$ cat src/rtl/prn_status_pkg.sv
`timescale 1ns/1ps
package prn_status_pkg;
  localparam int STAT_OFS = 1;
  localparam int CTRL_OFS = 2;

  // strobes from control to datapath
  typedef struct packed {
    logic setTo;    // timeout detected this cycle
    logic clrTo;    // clear request for timeout flag
    logic ctrlWr;   // control register write
    logic rdStart;  // first cycle of a read
  } strobe_t;
endpackage

$ cat src/rtl/prn_status_ctrl.sv
`timescale 1ns/1ps
module prn_status_ctrl
  import prn_status_pkg::*;
#(
  parameter int ADDR_W     = 3,
  parameter int CLK_HZ     = 200_000_000,
  parameter int TIMEOUT_US = 10
) (
  input  logic              clk,
  input  logic              rstN,
  input  logic [ADDR_W-1:0] regAddr,
  input  logic              rdStb,
  input  logic              wrStb,
  input  logic              wrBit0,
  input  logic              toModeSel,
  input  logic              eppEn,
  input  logic              eppStrobe,
  input  logic              eppWait,
  output strobe_t           strb
);
  localparam int TO_CYCLES = (CLK_HZ / 1_000_000) * TIMEOUT_US;
  localparam int CNT_W     = $clog2(TO_CYCLES + 1);

  logic             rdPrev;
  logic             rdWasStat;
  logic [CNT_W-1:0] toCnt;
  logic             isStat, isCtrl, rdEnd, cntActive;

  assign isStat    = (regAddr == ADDR_W'(STAT_OFS));
  assign isCtrl    = (regAddr == ADDR_W'(CTRL_OFS));
  assign cntActive = eppEn && eppStrobe && !eppWait;
  assign rdEnd     = rdPrev && !rdStb && rdWasStat;

  always_ff @(posedge clk) begin
    if (!rstN) begin
      rdPrev    <= 1'b0;
      rdWasStat <= 1'b0;
      toCnt     <= '0;
    end else begin
      rdPrev <= rdStb;
      if (rdStb && !rdPrev) rdWasStat <= isStat;
      if (!cntActive)                          toCnt <= '0;
      else if (toCnt != CNT_W'(TO_CYCLES))     toCnt <= toCnt + 1'b1;
    end
  end

  always_comb begin
    strb.rdStart = rdStb && !rdPrev;
    strb.ctrlWr  = wrStb && isCtrl;
    strb.setTo   = cntActive && (toCnt == CNT_W'(TO_CYCLES - 1));
    strb.clrTo   = toModeSel ? rdEnd : (wrStb && isStat && wrBit0);
  end

  AST_CNT_BOUND: assert property (@(posedge clk) disable iff (!rstN)
    toCnt <= CNT_W'(TO_CYCLES));
  AST_NO_SET_OFF_EPP: assert property (@(posedge clk) disable iff (!rstN)
    !eppEn |-> !strb.setTo);
  AST_SET_SINGLE: assert property (@(posedge clk) disable iff (!rstN)
    strb.setTo |=> !strb.setTo);
  AST_RDCLR_AFTER_READ: assert property (@(posedge clk) disable iff (!rstN)
    (toModeSel && strb.clrTo) |-> ($fell(rdStb)));
endmodule

$ cat src/rtl/prn_status_dpath.sv
`timescale 1ns/1ps
module prn_status_dpath
  import prn_status_pkg::*;
#(
  parameter int ADDR_W = 3
) (
  input  logic              clk,
  input  logic              rstN,
  input  logic [ADDR_W-1:0] regAddr,
  input  logic              rdStb,
  input  logic [5:0]        wrCtrlBits,
  input  strobe_t           strb,
  input  logic              errN,
  input  logic              sel,
  input  logic              paperEnd,
  input  logic              ackN,
  input  logic              busy,
  output logic [7:0]        rdData
);
  localparam int PIN_N = 5;

  logic [PIN_N-1:0] syncA, syncB;
  logic             toFlag;
  logic [5:0]       ctrlReg;
  logic [7:0]       liveByte, heldByte;

  // two-stage synchroniser, order {busy, ackN, paperEnd, sel, errN}
  always_ff @(posedge clk) begin
    if (!rstN) begin
      syncA <= '0;
      syncB <= '0;
    end else begin
      syncA <= {busy, ackN, paperEnd, sel, errN};
      syncB <= syncA;
    end
  end

  always_ff @(posedge clk) begin
    if (!rstN) begin
      toFlag  <= 1'b0;
      ctrlReg <= '0;
    end else begin
      if (strb.setTo)      toFlag <= 1'b1;
      else if (strb.clrTo) toFlag <= 1'b0;
      if (strb.ctrlWr)     ctrlReg <= wrCtrlBits;
    end
  end

  always_comb begin
    liveByte = 8'h00;
    if (regAddr == ADDR_W'(STAT_OFS))
      liveByte = {~syncB[4], syncB[3], syncB[2], syncB[1], syncB[0], 2'b00, toFlag};
    else if (regAddr == ADDR_W'(CTRL_OFS))
      liveByte = {2'b00, ctrlReg};
  end

  always_ff @(posedge clk) begin
    if (!rstN)             heldByte <= 8'h00;
    else if (strb.rdStart) heldByte <= liveByte;
  end

  assign rdData = !rdStb ? 8'h00 : (strb.rdStart ? liveByte : heldByte);

  AST_READ_FROZEN: assert property (@(posedge clk) disable iff (!rstN)
    (rdStb && $past(rdStb)) |-> $stable(rdData));
  AST_FLAG_ON_HIT: assert property (@(posedge clk) disable iff (!rstN)
    strb.setTo |=> toFlag);
  AST_FLAG_CLEARED: assert property (@(posedge clk) disable iff (!rstN)
    (strb.clrTo && !strb.setTo) |=> !toFlag);
  AST_FLAG_RISE_CAUSE: assert property (@(posedge clk) disable iff (!rstN)
    $rose(toFlag) |-> $past(strb.setTo));
  AST_IDLE_ZERO: assert property (@(posedge clk) disable iff (!rstN)
    !rdStb |-> (rdData == 8'h00));
endmodule

$ cat src/rtl/prn_status_regs.sv
`timescale 1ns/1ps
module prn_status_regs
  import prn_status_pkg::*;
#(
  parameter int ADDR_W     = 3,
  parameter int CLK_HZ     = 200_000_000,
  parameter int TIMEOUT_US = 10
) (
  input  logic              clk,
  input  logic              rstN,
  input  logic [ADDR_W-1:0] regAddr,
  input  logic              rdStb,
  input  logic              wrStb,
  input  logic [7:0]        wrData,
  output logic [7:0]        rdData,
  input  logic              errN,
  input  logic              sel,
  input  logic              paperEnd,
  input  logic              ackN,
  input  logic              busy,
  input  logic              toModeSel,
  input  logic              eppEn,
  input  logic              eppStrobe,
  input  logic              eppWait
);
  strobe_t    strb;
  logic [1:0] unusedHiBits;
  assign unusedHiBits = wrData[7:6];

  prn_status_ctrl #(
    .ADDR_W(ADDR_W), .CLK_HZ(CLK_HZ), .TIMEOUT_US(TIMEOUT_US)
  ) u_ctrl (
    .clk(clk), .rstN(rstN), .regAddr(regAddr), .rdStb(rdStb),
    .wrStb(wrStb), .wrBit0(wrData[0]), .toModeSel(toModeSel),
    .eppEn(eppEn), .eppStrobe(eppStrobe), .eppWait(eppWait), .strb(strb)
  );

  prn_status_dpath #(.ADDR_W(ADDR_W)) u_dpath (
    .clk(clk), .rstN(rstN), .regAddr(regAddr), .rdStb(rdStb),
    .wrCtrlBits(wrData[5:0]), .strb(strb),
    .errN(errN), .sel(sel), .paperEnd(paperEnd), .ackN(ackN), .busy(busy),
    .rdData(rdData)
  );
endmodule

$ cat config.mk
export PLATFORM = sky130hd
export DESIGN_NAME = prn_status_regs
export DESIGN_NICKNAME = d
export VERILOG_FILES = /design/src/rtl/prn_status_pkg.sv /design/src/rtl/prn_status_ctrl.sv /design/src/rtl/prn_status_dpath.sv /design/src/rtl/prn_status_regs.sv
export SDC_FILE = /design/constraint.sdc
export NUM_CORES = 1
export LEC_CHECK = 0
export ABC_AREA = 1
export BUFFER_PORTS_ARGS = -buffer_cell sky130_fd_sc_hd__buf_2
export CAP_MARGIN = 20
export CELL_PAD_IN_SITES_DETAIL_PLACEMENT = 0
export CELL_PAD_IN_SITES_GLOBAL_PLACEMENT = 1
export CORE_MARGIN = 5
export CORE_UTILIZATION = 35
export CTS_CLUSTER_SIZE = 12
export DETAILED_ROUTE_END_ITERATION = 16
export GPL_TIMING_DRIVEN = 0
export HOLD_SLACK_MARGIN = 0.12
export PLACE_DENSITY = 0.81
export SLEW_MARGIN = 20
export SYNTH_ARGS = -nofsm -noshare
export SYNTH_HDL_FRONTEND = slang
export SYNTH_HIERARCHICAL = 1
export SYNTH_SLANG_ARGS = --single-unit
$ cat constraint.sdc
create_clock -name clk -period 1.1 [get_ports clk]
set_input_delay 0.055 -clock clk [delete_from_list [all_inputs] [get_ports clk]]
set_output_delay 0.055 -clock clk [all_outputs]
set_load 0.01 [all_outputs]
### Word level (Yosys, flattened, before mapping)

Index checks and enable logic that the tools add are counted.

| storage, ports and cells | value |
|---|---|
| register bits | 38 |
| output and inout bits | 8 |

| cells by class | value |
|---|---|
| add/sub/neg operators | 1 |
| reductions and logical operators | 14 |
| eq/ne operators | 4 |
| bitwise logic cells | 1 |
| mux-type cells | 7 |

Operator list:

| operator | count |
|---|---|
| $mux W8 | 3 |
| $add A11 B1 Y11 const B | 1 |
| $eq A11 B11 Y1 const B | 1 |
| $ne A11 B11 Y1 const B | 1 |
| $logic_and A1 B1 Y1 | 9 |
| $mux W6 | 1 |
| $eq A3 B1 Y1 const B | 1 |
| $eq A3 B2 Y1 const B | 1 |
| $logic_not A1 Y1 | 3 |
| $mux W1 | 3 |
| $reduce_and A2 Y1 | 1 |
| $reduce_bool A2 Y1 | 1 |
| $not A1 Y1 | 1 |

### Depth between registers and ports, before layout

| depth | value |
|---|---|
| depth after elaboration | 6 |
| depth in mapped cells | 8 |
| gate-level depth less buffers | 8 |

### By module

The synthesis kept the hierarchy.

Modules (own cells, without submodules):

| module | times used | cells each | area an instance (um^2) | sequential area each (um^2) |
|---|---|---|---|---|
| prn_status_dpath | 1 | 124 | 948.4 | 500.5 |
| prn_status_ctrl | 1 | 107 | 733.2 | 260.2 |

### Least setup slack after synthesis

Ideal clock, no wire load.

| timing | value |
|---|---|
| path type | register -> register |
| from | reg u_ctrl.toCnt[0] |
| to | reg u_dpath.toFlag |
| arrival time | 1,098 ps |
| slack | -64 ps |
| data required time | 1,034 ps |
| library setup time | 66 ps |
| stages on the path, launching flop included | 8 |
| cell sequence | dfxtp_1 -> ha_1 -> nand2_2 -> nor2_4 -> nand2_1 -> nor3_2 -> a21oi_1 -> nor2_1 |

RTL lines:

| element | RTL line | source |
|---|---|---|
| start: declaration | prn_status_ctrl.sv:26 | `logic [CNT_W-1:0] toCnt;` |
| start signal: assignment | prn_status_ctrl.sv:43 | `else if (toCnt != CNT_W'(TO_CYCLES)) toCnt <= toCnt + 1'b1;` |
| end signal: assignment | prn_status_dpath.sv:40 | `toFlag <= 1'b0;` |
| end signal: assignment | prn_status_dpath.sv:43 | `if (strb.setTo) toFlag <= 1'b1;` |
| end signal: assignment | prn_status_dpath.sv:44 | `else if (strb.clrTo) toFlag <= 1'b0;` |
| end: declaration | prn_status_dpath.sv:23 | `logic toFlag;` |

==> results.md <==
- Max Buffers Root-to-Sink: 2
- Worst Setup End Kind: output pin
- CTS tree: done
- Vias in the first global route: roughly 1.4k
- WP data required: 1.04 ns
- Ports: 32
- Synth area leaders: dfxtp_1, nand2_1, nor2_1
- CTS buffer count: 5
- Reg clk slew, reported paths: 0.07 ns
- VDD IR max: between 0.5 and 0.6 mV
- Area of the multi-input gates: 858.3 sq um
- Final hold vios: 0
- Syn-to-layout area delta: 37.28%
- Clk sinks: 38
- Core footprint: 4692 sq um
- Crit path arrival time: 1.31 ns
- # H-tree levels: 2
- HP Class: in -> reg
- Least-Margin Pin Slew: 0.3813 ns
- Post-synthesis sequential area ratio: 45.24%
- Antenna Cells: 0
- Flops & latches, synth: 38
- Top cell type by total area after synthesis: dfxtp_1
- Status: finished, violations left
- Total number of vias: between 1.5k and 2k
- Failing checks: negative setup slack
- Row count: 25
- Comb power frac: 10.5%
- Min Tclk post-route: 1.367 ns
- Reg power frac: 53.2%
- Fin Clk Skew: 0.002111 ns
- Sw frac: 23.47%
- Synthesized area per cell: 7.280 sq um
- Die width: 79.32 um
- Prevailing post-synth register cell: dfxtp_1
- Layout Nets: 315
- Post-synthesis cell count: ~230
- EDFF count, synth: 0
- Initial antenna violation count: 0
- Number of buffers added on ports: 29
- DRC viols: 0
- Final wirelength: 3.859 mm
- Pre-antenna DRT Iters: 4
- RSZ-0062 raised after global routing: yes
- Avg WL per Cell: 11.22 um
- P per Cell Area: 1163 nW/um^2
- Mapped Area: 1682 sq um
- Clk_lat worst skew: 0.28 ns
- Worst hold-check slack: 0.1635 ns
- Routed Antenna Nets: 0
- Net Switching: between 0.6 and 0.7 mW
- Clk root buf: clkbuf_8
- Crit Path Max Fanout: 6
- Final Max Slew Viols: 0
- Count leader, synth: nand2_1
- Tcrit/Tclk final: 124.3%
- Final Core Density: 49.20%
- Post-DP HPWL: 2.740 mm
- Initial drt markers: 52
- Die area: roughly 6300 sq um
- Initial core utilization: between 30% and 40%
- Share of layout cells above drive strength 1: 29.66%
- Commonest cells in the netlist: nand2_1, nor2_1, dfxtp_1
- Largest net degree at the start of global routing: 13
- Routed vias/inst: 4.581
- YS warnings: 6
- Max Fclk: 731.6 MHz
- Routability congestion estimate: roughly 0.81
- Crit Path Category: reg -> out
- Setup WS post-layout: -0.2669 ns
- Internal power: 2.054 mW
- Reg area: 772.0 sq um
- Pleak: around 1.1 nW
- Total grt overflow: 0
- # fillers: 493
- Max_slew headroom: 74.44%
- Gr usage total: 13.05%
- Mapped Nets: 257
- Die height: just under 80 um
- First-pass GRT wire length: approximately 6.5 mm
- Count of cell types in the netlist: 26
- Total power: 2.684 mW
- Yosys top cell area share: between 40% and 50%
- Clk pwr share: a little over a third
- FFs w/ async S/R, synth: 0%
- Final setup fails: 11
- Max_cap viols: 0
- Setup crit start kind: flip-flop
registers in the layout, indices dropped and copies added (netlist names):
name,count
u_ctrl/rdPrev,1
u_dpath/toFlag,1
u_dpath/syncA,5
u_dpath/syncB,5
u_dpath/heldByte,8
u_ctrl/toCnt,11
u_ctrl/rdWasStat,1
u_dpath/ctrlReg,6
worst max-delay path: stages (launching register included):
cell	delay [ns]
dfxtp_2	0.34
nor2_4	0.14
buf_4	0.16
nand3_1	0.11
nand2_1	0.10
nor2_1	0.04
buf_2	0.14
placed cells by master, fill, tap and decap left out, types with 2 or more instances in the layout:
| cell type | Yosys | routed |
|---|---|---|
| a21oi_1 | 9 | 8 |
| a22oi_1 | 4 | 3 |
| buf_2 | 1 | 30 |
| buf_4 | 1 | 5 |
| buf_6 | 0 | 4 |
| clkbuf_8 | 0 | 6 |
| dfxtp_1 | 38 | 33 |
| dfxtp_2 | 0 | 3 |
| dfxtp_4 | 0 | 2 |
| dlygate4sd3_1 | 0 | 14 |
| ha_4 | 0 | 2 |
| inv_1 | 32 | 30 |
| inv_2 | 4 | 4 |
| inv_4 | 0 | 3 |
| nand2_1 | 45 | 39 |
| nand2_2 | 2 | 7 |
| nand3_1 | 9 | 9 |
| nand3b_1 | 4 | 4 |
| nand4_1 | 10 | 10 |
| nor2_1 | 42 | 40 |
| nor2_2 | 1 | 2 |
| nor2_4 | 2 | 3 |
| nor3_2 | 3 | 5 |
| o21ai_0 | 8 | 8 |
| o21ai_1 | 2 | 2 |
| or2_4 | 0 | 3 |
| xor2_1 | 2 | 2 |
power groups by stage:
stage / Clock [mW] / Combinational [mW] / Sequential [mW]
final: 0.975 / 0.281 / 1.43
after global routing: 1.08 / 0.318 / 1.43
after CTS: 1.02 / 0.279 / 1.43
after detailed placement: 0 / 0.209 / 1.46
after global placement: 0 / 0.207 / 1.46
after floorplan: 0 / 0.118 / 1.46
per-layer routing:
metal	global-route usage, %	wire length, um	up-vias
met4	5.670	63	0
li1	-	-	851
met5	0	0	-
met2	19.78	1762	30
met3	2.948	190	5
met1	17.69	1842	690
logic make-up (layout without fill, tap and decap cells):
family	count (synthesis)	count (layout)	share of synthesized area, %
AOI/OAI and AO/OA	23	23	7.440
and+or+nand+nor	127	127	35.79
adders and majority gates	2	2	1.488
buffers and inverters	39	98	9.003
DFF	38	38	45.24
xor gates and xnor gates	2	2	1.042
path summary, 6_finish.rpt:
path	from	endpoint	slack (ns)	depth (start not counted)
worst max-delay path	u_ctrl/rdPrev	rdData[0]	-0.27	6
worst min-delay path	eppWait	u_ctrl/toCnt[9]	0.16	4
worst min register to register	u_dpath/syncA[0]	u_dpath/syncB[0]	0.42	2
worst max register to register	u_ctrl/toCnt[0]	u_ctrl/toCnt[8]	-0.03	7
cell type report:
class                      instances  area share (%)
buffer                             2          0.7046
clock buffer                       6           3.577
timing repair buffer              51           15.45
inverter                          37           6.233
clock inverter                     2          0.4878
sequential                        38           33.44
tap                               54           2.927
multi-input combinational        154           37.18
through the flow:
step | std cells | setup TNS (ns) | worst slack, ns | instance area, sq um
after floorplan | 231 | 0 | 0.007800 | 1702
after global placement | 314 | -2.737 | -0.2542 | 1914
after detailed placement | 314 | -2.519 | -0.2591 | 1914
after CTS | 341 | -2.245 | -0.2944 | 2250
after global routing | 344 | -3.446 | -0.4143 | 2308
final | 344 | -2.083 | -0.2669 | 2308
what timing repair did:
item | in CTS | in global routing
setup endpoints to repair | 20 | 26
pin swaps | 12 | 14
gates cloned | 1 | 0
resized for setup | 21 | 11
setup buffers | 4 | 3
hold buffers | 14 | 0
hold endpoints to repair | 12 | 0
Power figures use the tool's default switching activity.
